**config.mk**
```make
export PLATFORM = sky130hd
export DESIGN_NAME = winbase_reg
export DESIGN_NICKNAME = d
export VERILOG_FILES = /design/src/rtl/winbase_pkg.sv /design/src/rtl/winbase_store.sv /design/src/rtl/winbase_decode.sv /design/src/rtl/winbase_reg.sv
export SDC_FILE = /design/constraint.sdc
export NUM_CORES = 1
export LEC_CHECK = 0
export ABC_AREA = 1
export BUFFER_PORTS_ARGS = -buffer_cell sky130_fd_sc_hd__buf_2
export CAP_MARGIN = 40
export CELL_PAD_IN_SITES_DETAIL_PLACEMENT = 0
export CELL_PAD_IN_SITES_GLOBAL_PLACEMENT = 2
export CORE_ASPECT_RATIO = 0.5
export CORE_UTILIZATION = 18
export DETAILED_ROUTE_END_ITERATION = 10
export HOLD_SLACK_MARGIN = 0.08
export PLACE_DENSITY = 0.88
export SLEW_MARGIN = 25
export SYNTH_ARGS = -nofsm -noshare
export SYNTH_HDL_FRONTEND = slang
export SYNTH_SLANG_ARGS = --single-unit
```
**constraint.sdc**
```tcl
create_clock -name clk -period 1.8 [get_ports clk]
set_clock_uncertainty 0.15 [all_clocks]
set_input_delay 0.18 -clock clk [delete_from_list [all_inputs] [get_ports clk]]
set_output_delay 0.18 -clock clk [all_outputs]
set_load 0.02 [all_outputs]
```
**src/rtl/winbase_pkg.sv**
```systemverilog
package winbase_pkg;

   localparam int unsigned REG_BYTES = 8;
   localparam int unsigned REG_W     = REG_BYTES * 8;

   typedef struct packed {
      logic                 we;
      logic [REG_BYTES-1:0] be;
      logic [REG_W-1:0]     data;
   } cfg_wr_t;

   // Bits that hold state: the base field and the enable bit.
   function automatic logic [REG_W-1:0] writable_mask(int unsigned phys_w,
                                                      int unsigned win_log2);
      logic [REG_W-1:0] m;
      m = '0;
      for (int unsigned i = 0; i < REG_W; i++) begin
         if (i >= win_log2 && i < phys_w) m[i] = 1'b1;
      end
      m[0] = 1'b1;
      return m;
   endfunction

endpackage

```
**src/rtl/winbase_store.sv**
```systemverilog
module winbase_store
   import winbase_pkg::*;
#(
   parameter int unsigned PHYS_W   = 39,
   parameter int unsigned WIN_LOG2 = 15,
   localparam int unsigned BASE_W  = PHYS_W - WIN_LOG2
) (
   input  logic              clk,
   input  logic              rst,
   input  cfg_wr_t           wr,
   input  logic              lock,
   output logic [BASE_W-1:0] base,
   output logic              en,
   output logic [REG_W-1:0]  rd_val,
   output logic              upd
);

   localparam logic [REG_W-1:0] WMASK = writable_mask(PHYS_W, WIN_LOG2);

   logic [REG_W-1:0] lane_mask;
   logic [REG_W-1:0] nxt;
   logic             wr_ok;

   // One mask slice per byte lane.
   for (genvar g = 0; g < REG_BYTES; g++) begin : g_lane
      assign lane_mask[g*8 +: 8] = {8{wr.be[g]}};
   end

   always_comb begin
      rd_val                      = '0;
      rd_val[PHYS_W-1:WIN_LOG2]   = base;
      rd_val[0]                   = en;
   end

   assign nxt   = (rd_val & ~(lane_mask & WMASK)) | (wr.data & lane_mask & WMASK);
   assign wr_ok = wr.we & ~lock;
   assign upd   = wr_ok & (nxt != rd_val);

   always_ff @(posedge clk) begin
      if (rst) begin
         base <= '0;
         en   <= 1'b0;
      end else if (wr_ok) begin
         base <= nxt[PHYS_W-1:WIN_LOG2];
         en   <= nxt[0];
      end
   end

endmodule

```
**src/rtl/winbase_decode.sv**
```systemverilog
module winbase_decode #(
   parameter int unsigned PHYS_W     = 39,
   parameter int unsigned WIN_LOG2   = 15,
   parameter int unsigned REQ_ADDR_W = 64,
   localparam int unsigned BASE_W    = PHYS_W - WIN_LOG2
) (
   input  logic                  clk,
   input  logic                  rst,
   input  logic                  req_valid,
   input  logic [REQ_ADDR_W-1:0] req_addr,
   input  logic [BASE_W-1:0]     base,
   input  logic                  en,
   input  logic                  blocked,
   output logic                  hit
);

   logic high_zero;
   logic base_eq;
   logic unused_offset;

   // Upper-bit range check only exists when the request bus is wider.
   if (REQ_ADDR_W > PHYS_W) begin : g_wide
      assign high_zero = ~|req_addr[REQ_ADDR_W-1:PHYS_W];
   end else begin : g_exact
      assign high_zero = 1'b1;
   end

   assign base_eq       = (req_addr[PHYS_W-1:WIN_LOG2] == base);
   assign unused_offset = ^req_addr[WIN_LOG2-1:0];

   always_ff @(posedge clk) begin
      if (rst) hit <= 1'b0;
      else     hit <= req_valid & high_zero & base_eq & en & ~blocked;
   end

endmodule

```
**src/rtl/winbase_reg.sv**
```systemverilog
module winbase_reg
   import winbase_pkg::*;
#(
   parameter int unsigned PHYS_W     = 39,
   parameter int unsigned WIN_LOG2   = 15,
   parameter int unsigned REQ_ADDR_W = 64
) (
   input  logic                  clk,
   input  logic                  rst,
   input  logic                  cfg_we,
   input  logic [REG_BYTES-1:0]  cfg_be,
   input  logic [REG_W-1:0]      cfg_wdata,
   input  logic                  cfg_lock,
   output logic [REG_W-1:0]      cfg_rdata,
   input  logic                  req_valid,
   input  logic [REQ_ADDR_W-1:0] req_addr,
   output logic                  hit
);

   localparam int unsigned BASE_W = PHYS_W - WIN_LOG2;

   if (WIN_LOG2 < 1 || WIN_LOG2 >= PHYS_W) begin : g_bad_win
      $error("window size must be smaller than the physical space");
   end
   if (PHYS_W > REG_W) begin : g_bad_phys
      $error("physical width exceeds register width");
   end
   if (REQ_ADDR_W < PHYS_W) begin : g_bad_req
      $error("request address narrower than physical width");
   end

   cfg_wr_t           wr;
   logic [BASE_W-1:0] base;
   logic              en;
   logic              upd;

   assign wr = '{we: cfg_we, be: cfg_be, data: cfg_wdata};

   winbase_store #(.PHYS_W(PHYS_W), .WIN_LOG2(WIN_LOG2)) u_store (
      .clk    (clk),
      .rst    (rst),
      .wr     (wr),
      .lock   (cfg_lock),
      .base   (base),
      .en     (en),
      .rd_val (cfg_rdata),
      .upd    (upd)
   );

   winbase_decode #(.PHYS_W(PHYS_W), .WIN_LOG2(WIN_LOG2), .REQ_ADDR_W(REQ_ADDR_W)) u_decode (
      .clk       (clk),
      .rst       (rst),
      .req_valid (req_valid),
      .req_addr  (req_addr),
      .base      (base),
      .en        (en),
      .blocked   (upd),
      .hit       (hit)
   );

endmodule

```
==> flow_summary_export.csv, run 1 <==
group,metric,value,unit
outcome,status,"finished, violations left",
outcome,violations,"design-rule violations",
clock_network,clock_latency,0.26,ns
worst_setup_path,rr_endpoint,"u_decode.hit",
finish,final_cell_area,3070,µm²
global_routing,overflow,0,
floorplan,coreArea,12900,µm²
floorplan,ioPinCount,206,
drt,via_per_inst,3.84,
clock_network,htreeDepth,1,
sta,max_freq,0.714,GHz
power,p_leak,0.00160,µW
worst_setup_path,critPathTopFamily,"buffers and inverters",
logic_synthesis,yosysTopAreaCell,"dfxtp_1",
run,maxCapViolCount,0,
worst_hold_path,whs_path_depth,4,
drt,vias,2570,
sta,post-route-period-util,77.8,%
clock_network,clk_pin_slew,0.07,ns
drt,postRouteAntennaNets,0,
worst_hold_path,hold_start,"cfg_be[1]",
sta,hold_viol,0,
finish,syn_to_final_growth,26.8,%
clock_network,cts_made_buffers,3,
logic_synthesis,yosysTopAreaCellShare,21.5,%
worst_setup_path,worstSetupPathType,"primary input to flop",
worst_setup_path,worstReg2RegStart,"u_store.base[4]",
sta,setup_tns,0,ns
clock_network,cts_buffer_depth,2,
place,placed_cell_area,2970,µm²
floorplan,initial_utilization,18.8,%
drt,wl,6770,µm
finish,layout_commonest_cell,"buf_2",
sta,setup_viol,0,
power,irDropWorstVdd,368,µV
sta,whs,0.0942,ns
worst_hold_path,hold_end,"u_store.base[0]",
finish,drive_above_1_share,24.0,%
logic_synthesis,ys_seq_elements,26,
drt,drc_errors,3,
drt,first_pass_iters,7,
finish,most-common-layout-cells,"109 x buf_2, 71 x nand2_1, 62 x o21ai_0",
clock_network,root_buffer,"clkbuf_16",
logic_synthesis,yosys_warnings,0,
global_routing,antenna_found_initial,0,
worst_setup_path,reg2reg_slack,0.40,ns
drt,avgRoutedWirePerCell,10.1,µm
worst_setup_path,cp_slowest_cell,"dlygate4sd3_1",
worst_setup_path,slowest_delay,0.53,ns
floorplan,dieArea,14000,µm²
worst_setup_path,path_cells,"dlygate4sd3_1 > buf_2 > a21oi_1 > o21bai_1 > nand2_1 > nor2_1 > nand3_1 > a21oi_2",
finish,n_antenna_cell,0,
power,power_density,582,nW/µm²
floorplan,die_w,166,µm
worst_setup_path,worstPathArrival,1.45,ns
sta,rsz0062_at_grt,"no",
worst_setup_path,crit_required,1.85,ns
floorplan,rows,29,
finish,fin_util,23.8,%
worst_setup_path,critPathBufInv,2,
worst_setup_path,crit_fanout,3,
drt,drtIter0Drc,117,
clock_network,cts_sinks,26,
global_routing,grt_pass1_vias,2254,
logic_synthesis,synth.area.top_cells,"dfxtp_1 21%, o21ai_0 13%, buf_4 12%",
worst_setup_path,critPathLaunchType,"primary input",
clock_network,tritoncts,"yes",
global_routing,grt_max_degree,38,
clock_network,ctsResizeCount,0,
sta,period_needed,1.40,ns
logic_synthesis,synth.distinct_cells,25,
worst_hold_path,hold_class,"primary input to flop",
place,place_congestion,0.740,
logic_synthesis,synthesis.area,2420,µm²
global_routing,grt_usage,9.61,%
global_routing,grt_pass1_wl,11000,µm
worst_setup_path,reg2reg_depth,8,
sta,slew_violations,0,
floorplan,die_h,84.0,µm
finish,fin_nets,642,
worst_setup_path,crit_path_end_kind,"flop",
place,io_buffer_count,109,
logic_synthesis,ys_seq_area_share,21.5,%
logic_synthesis,netlist_instances,402,
logic_synthesis,avgSynthCellArea,6.03,µm²
place,dp.final_hpwl,5500,µm
==> cells by family (layout without fill, tap and decap cells) <==
| logic type | count (synthesis) | after routing | share of synthesized area, % |
|---|---|---|---|
| other | 1 | 39 | 0.155 |
| AND/OR/NAND/NOR | 169 | 169 | 31.4 |
| AO/OA/AOI/OAI | 91 | 91 | 19.2 |
| buffers and inverters | 102 | 162 | 23.1 |
| flip-flops | 26 | 26 | 21.5 |
| XOR/XNOR | 13 | 13 | 4.70 |
==> timing repair <==
item	CTS	global route
hold buffers	1	0
endpoints found under the hold margin	1	0
setup buffers	0	0
endpoints found under the setup margin	0	0
==> area by class of cell <==
cell class | instances | area, µm²
Clock buffer | 4 | 88.8
Timing Repair Buffer | 112 | 583
Sequential cell | 26 | 520
Inverter | 46 | 173
Fill cell | 1481 | 9810
Multi-Input combinational cell | 312 | 1490
Tap cell | 170 | 213
==> per-stage QoR <==
stage	total power, µW	std cells	setup WS (ns)
finish	1790	670	0.399
global route	1920	670	0.241
CTS	1810	670	0.366
detailed placement	1250	665	0.247
global placement	1240	665	0.251
floorplan	1120	440	0.445
==> routing by layer <==
layer	up-vias	track usage (%)	part of all wire, %
met5	-	0	0
met3	2	0.996	4.2
met2	50	18.2	51
met1	1104	12.0	44
met4	0	1.27	0.47
li1	1414	-	-
==> synth_stat cells <==
cell / n
xnor2_1: 10
nor3_1: 1
o21bai_1: 2
dfxtp_1: 26
buf_2: 6
buf_4: 40
conb_1: 1
o21ai_0: 62
buf_6: 1
nand4_1: 3
nand3_2: 1
a21oi_1: 26
and2_0: 1
nor2_1: 42
inv_1: 46
nand3_1: 32
and2_1: 1
xor2_1: 3
or2_2: 1
nand3b_1: 15
a21oi_2: 1
clkbuf_1: 8
nand3b_2: 1
nand2_1: 71
buf_8: 1
==> worst max-delay path by stage <==
| stage | startpoint | endpoint | cells past startpoint |
|---|---|---|---|
| 2_1_floorplan | u_store.base[10] | u_decode.hit | 9 |
| 3_3_place_gp | cfg_be[3] | u_decode.hit | 8 |
| 3_5_place_dp | cfg_be[3] | u_decode.hit | 8 |
| 4_1_cts | u_store.base[16] | u_decode.hit | 7 |
| 5_1_grt | u_store.base[1] | u_decode.hit | 7 |
| 6_report | cfg_be[0] | u_decode.hit | 8 |
==> registers in the layout, summed over array words and instances, names as in the netlist <==
signal	cells
u_store.en	1
u_decode.hit	1
u_store.base	24
==> worst register-to-register path: stages, from the launching register on <==
cell	delay, ns
dfxtp_1	0.36
inv_1	0.10
nand3_1	0.07
o21ai_0	0.10
nor2_1	0.18
nand2_1	0.08
nor2_1	0.10
nand3_1	0.08
a21oi_2	0.11
==> where the power goes <==
part | switching, µW | leakage, µW | internal (µW)
logic | 349 | 0.00134 | 216
clock network | 210 | 0.0000442 | 341
registers | 57.4 | 0.000214 | 613
No activity file was read; power rests on OpenSTA's default activity.
==> run 2, diff against run 1 <==
--- a/config.mk
+++ b/config.mk
@@ -11,10 +11,10 @@
 export CELL_PAD_IN_SITES_DETAIL_PLACEMENT = 0
 export CELL_PAD_IN_SITES_GLOBAL_PLACEMENT = 2
 export CORE_ASPECT_RATIO = 0.5
-export CORE_UTILIZATION = 18
+export CORE_UTILIZATION = 15
 export DETAILED_ROUTE_END_ITERATION = 10
 export HOLD_SLACK_MARGIN = 0.08
-export PLACE_DENSITY = 0.88
+export PLACE_DENSITY = 0.79
 export SLEW_MARGIN = 25
 export SYNTH_ARGS = -nofsm -noshare
 export SYNTH_HDL_FRONTEND = slang
==> constraint.sdc (replaced) <==
create_clock -name clk -period 1.2 [get_ports clk]
set_clock_uncertainty 0.15 [all_clocks]
set_input_delay 0.12 -clock clk [delete_from_list [all_inputs] [get_ports clk]]
set_output_delay 0.12 -clock clk [all_outputs]
set_load 0.02 [all_outputs]
==> run 2 against run 1 <==
The run ends with negative setup slack left. Sequential share of layout area decreased by 1.1 points. Worst setup slack got worse by 0.51 ns. Combinational power increased by 100%. Global-route usage is 0.26 points lower. Total power up 63%. Cell area is 24% higher. Core utilization grew 0.62 points. Non-clock buffer count is 47 higher. Register-to-register slack lost 0.51 ns. Critical endpoint unchanged.
==> flow_summary_export.csv, run 2 (synthesized netlist as in run 1, its figures left out) <==
group,metric,value,unit
floorplan,initial_utilization,15.6,%
worst_setup_path,crit_fanout,3,
worst_setup_path,path_cells,"buf_6 > nand3_2 > nand2_1 > nor2_1 > nand3_1 > nor2_2 > nand3_2 > a21oi_2",
power,irDropWorstVdd,360,µV
clock_network,tritoncts,"yes",
floorplan,ioPinCount,206,
finish,fin_nets,689,
sta,slew_violations,0,
floorplan,coreArea,15600,µm²
sta,max_freq,0.762,GHz
finish,top_regs,"u_store.base: 24 flops, u_decode.hit: 1 flops, u_store.en: 1 flops",
finish,drive_above_1_share,37.7,%
worst_setup_path,crit_path_end_kind,"flop",
clock_network,root_buffer,"clkbuf_16",
finish,most-common-layout-cells,"97 x buf_2, 64 x nand2_1, 57 x o21ai_0",
power,p_leak,0.00188,µW
clock_network,cts_buffer_depth,2,
worst_setup_path,critPathLaunchType,"flop",
finish,top_register,"u_store.base",
global_routing,overflow,0,
worst_hold_path,hold_class,"primary input to flop",
outcome,violations,"negative setup slack",
worst_setup_path,cp_slowest_cell,"dfxtp_4",
clock_network,clock_latency,0.27,ns
drt,vias,2846,
clock_network,htreeDepth,1,
drt,first_pass_iters,4,
drt,postRouteAntennaNets,0,
power,total_power,2910,µW
clock_network,cts_made_buffers,3,
drt,drtIter0Drc,86,
floorplan,rows,32,
finish,fin_util,24.5,%
place,dp.final_hpwl,6400,µm
worst_setup_path,crit_required,1.25,ns
drt,wl,8140,µm
sta,post-route-period-util,109,%
place,place_congestion,0.769,
run,maxCapViolCount,0,
sta,setup_viol,2,
drt,via_per_inst,3.79,
clock_network,cts_sinks,26,
sta,setup_ws,-0.113,ns
sta,rsz0062_at_grt,"yes",
global_routing,antenna_found_initial,0,
worst_setup_path,worstPathArrival,1.37,ns
global_routing,grt_pass1_wl,12300,µm
clock_network,clk_pin_slew,0.07,ns
finish,largest_register_ffs,24,
sta,period_needed,1.31,ns
finish,syn_to_final_growth,57.2,%
global_routing,grt_max_degree,52,
power,power_density,765,nW/µm²
sta,hold_viol,0,
floorplan,die_h,91.9,µm
finish,layout_commonest_cell,"buf_2",
worst_setup_path,worstSetupPathType,"flop to flop",
global_routing,grt_usage,9.35,%
worst_setup_path,slowest_delay,0.36,ns
drt,drc_errors,0,
outcome,status,"finished, violations left",
worst_setup_path,crit_top_cell,"nand3_2",
place,io_buffer_count,109,
floorplan,dieArea,16700,µm²
global_routing,grt_pass1_vias,2472,
floorplan,die_w,182,µm
finish,n_antenna_cell,0,
drt,avgRoutedWirePerCell,10.8,µm
==> run 2: cell count changes in the layout (fill, tap and decap cells not counted), moves of 12 or more <==
cell / delta
buf_2: -12
dfxtp_1: -24
buf_6: +15
buf_4: +27
dfxtp_4: +21
dlygate4sd3_1: +15
==> run 2: final cells by class <==
cell class              count  area, µm²
multi-input cells         312       1600
flip-flops and latches     26        603
inverters                  46        183
clock buffers               4       78.8
repair buffers            159       1080
fillers                  1738      11800
well taps                 204        255
==> run 2: repair_timing <==
| item | in CTS | in global routing |
|---|---|---|
| pin swaps | 11 | 26 |
| setup endpoints to repair | 5 | 11 |
| hold buffers | 16 | 0 |
| gates resized for setup | 22 | 60 |
| buffers inserted | 2 | 1 |
| endpoints found under the hold margin | 16 | 0 |
==> run 2: metrics by stage <==
| step | instances | instance area, µm² | hold slack, ns | setup slack [ns] | TNS [ns] |
|---|---|---|---|---|---|
| 6_report | 751 | 3810 | 0.0751 | -0.113 | -0.151 |
| 3_3_place_gp | 729 | 3310 | 0.279 | -0.175 | -0.175 |
| 5_1_grt | 751 | 3810 | 0.0923 | -0.198 | -0.260 |
| 4_1_cts | 751 | 3630 | 0.0702 | -0.112 | -0.155 |
| 3_5_place_dp | 729 | 3310 | 0.279 | -0.174 | -0.174 |
| 2_1_floorplan | 440 | 2610 | 0.145 | 0.00264 | 0 |
==> run 2: path summary, 6_finish.rpt <==
kind                         from          endpoint  slack, ns  cells after the start
hold / removal      cfg_wdata[25]  u_store.base[10]       0.08                      5
setup / recovery  u_store.base[9]      u_decode.hit      -0.11                      8
setup reg to reg  u_store.base[9]      u_decode.hit      -0.11                      8
hold reg to reg   u_store.base[6]   u_store.base[6]       0.43                      2
==> run 2: metal layers <==
layer / part of all wire (%) / up-vias / global-route usage [%]
li1: - / 1519 / -
met1: 43 / 1254 / 11.2
met2: 53 / 71 / 18.0
met3: 3.7 / 2 / 1.31
met4: 0.42 / 0 / 1.27
met5: 0 / - / 0
==> run 2: worst max-delay path, delay by kind of cell (launching register included) <==
family	cells	cell delay, ns
and+or+nand+nor	6	0.50
DFF	1	0.36
buffers and inverters	1	0.12
AOI/OAI and AO/OA	1	0.12
==> run 2: report_power, final <==
part	internal [µW]	switching [µW]
clock network	456	338
registers	910	79.4
logic	509	622
total	1870	1040
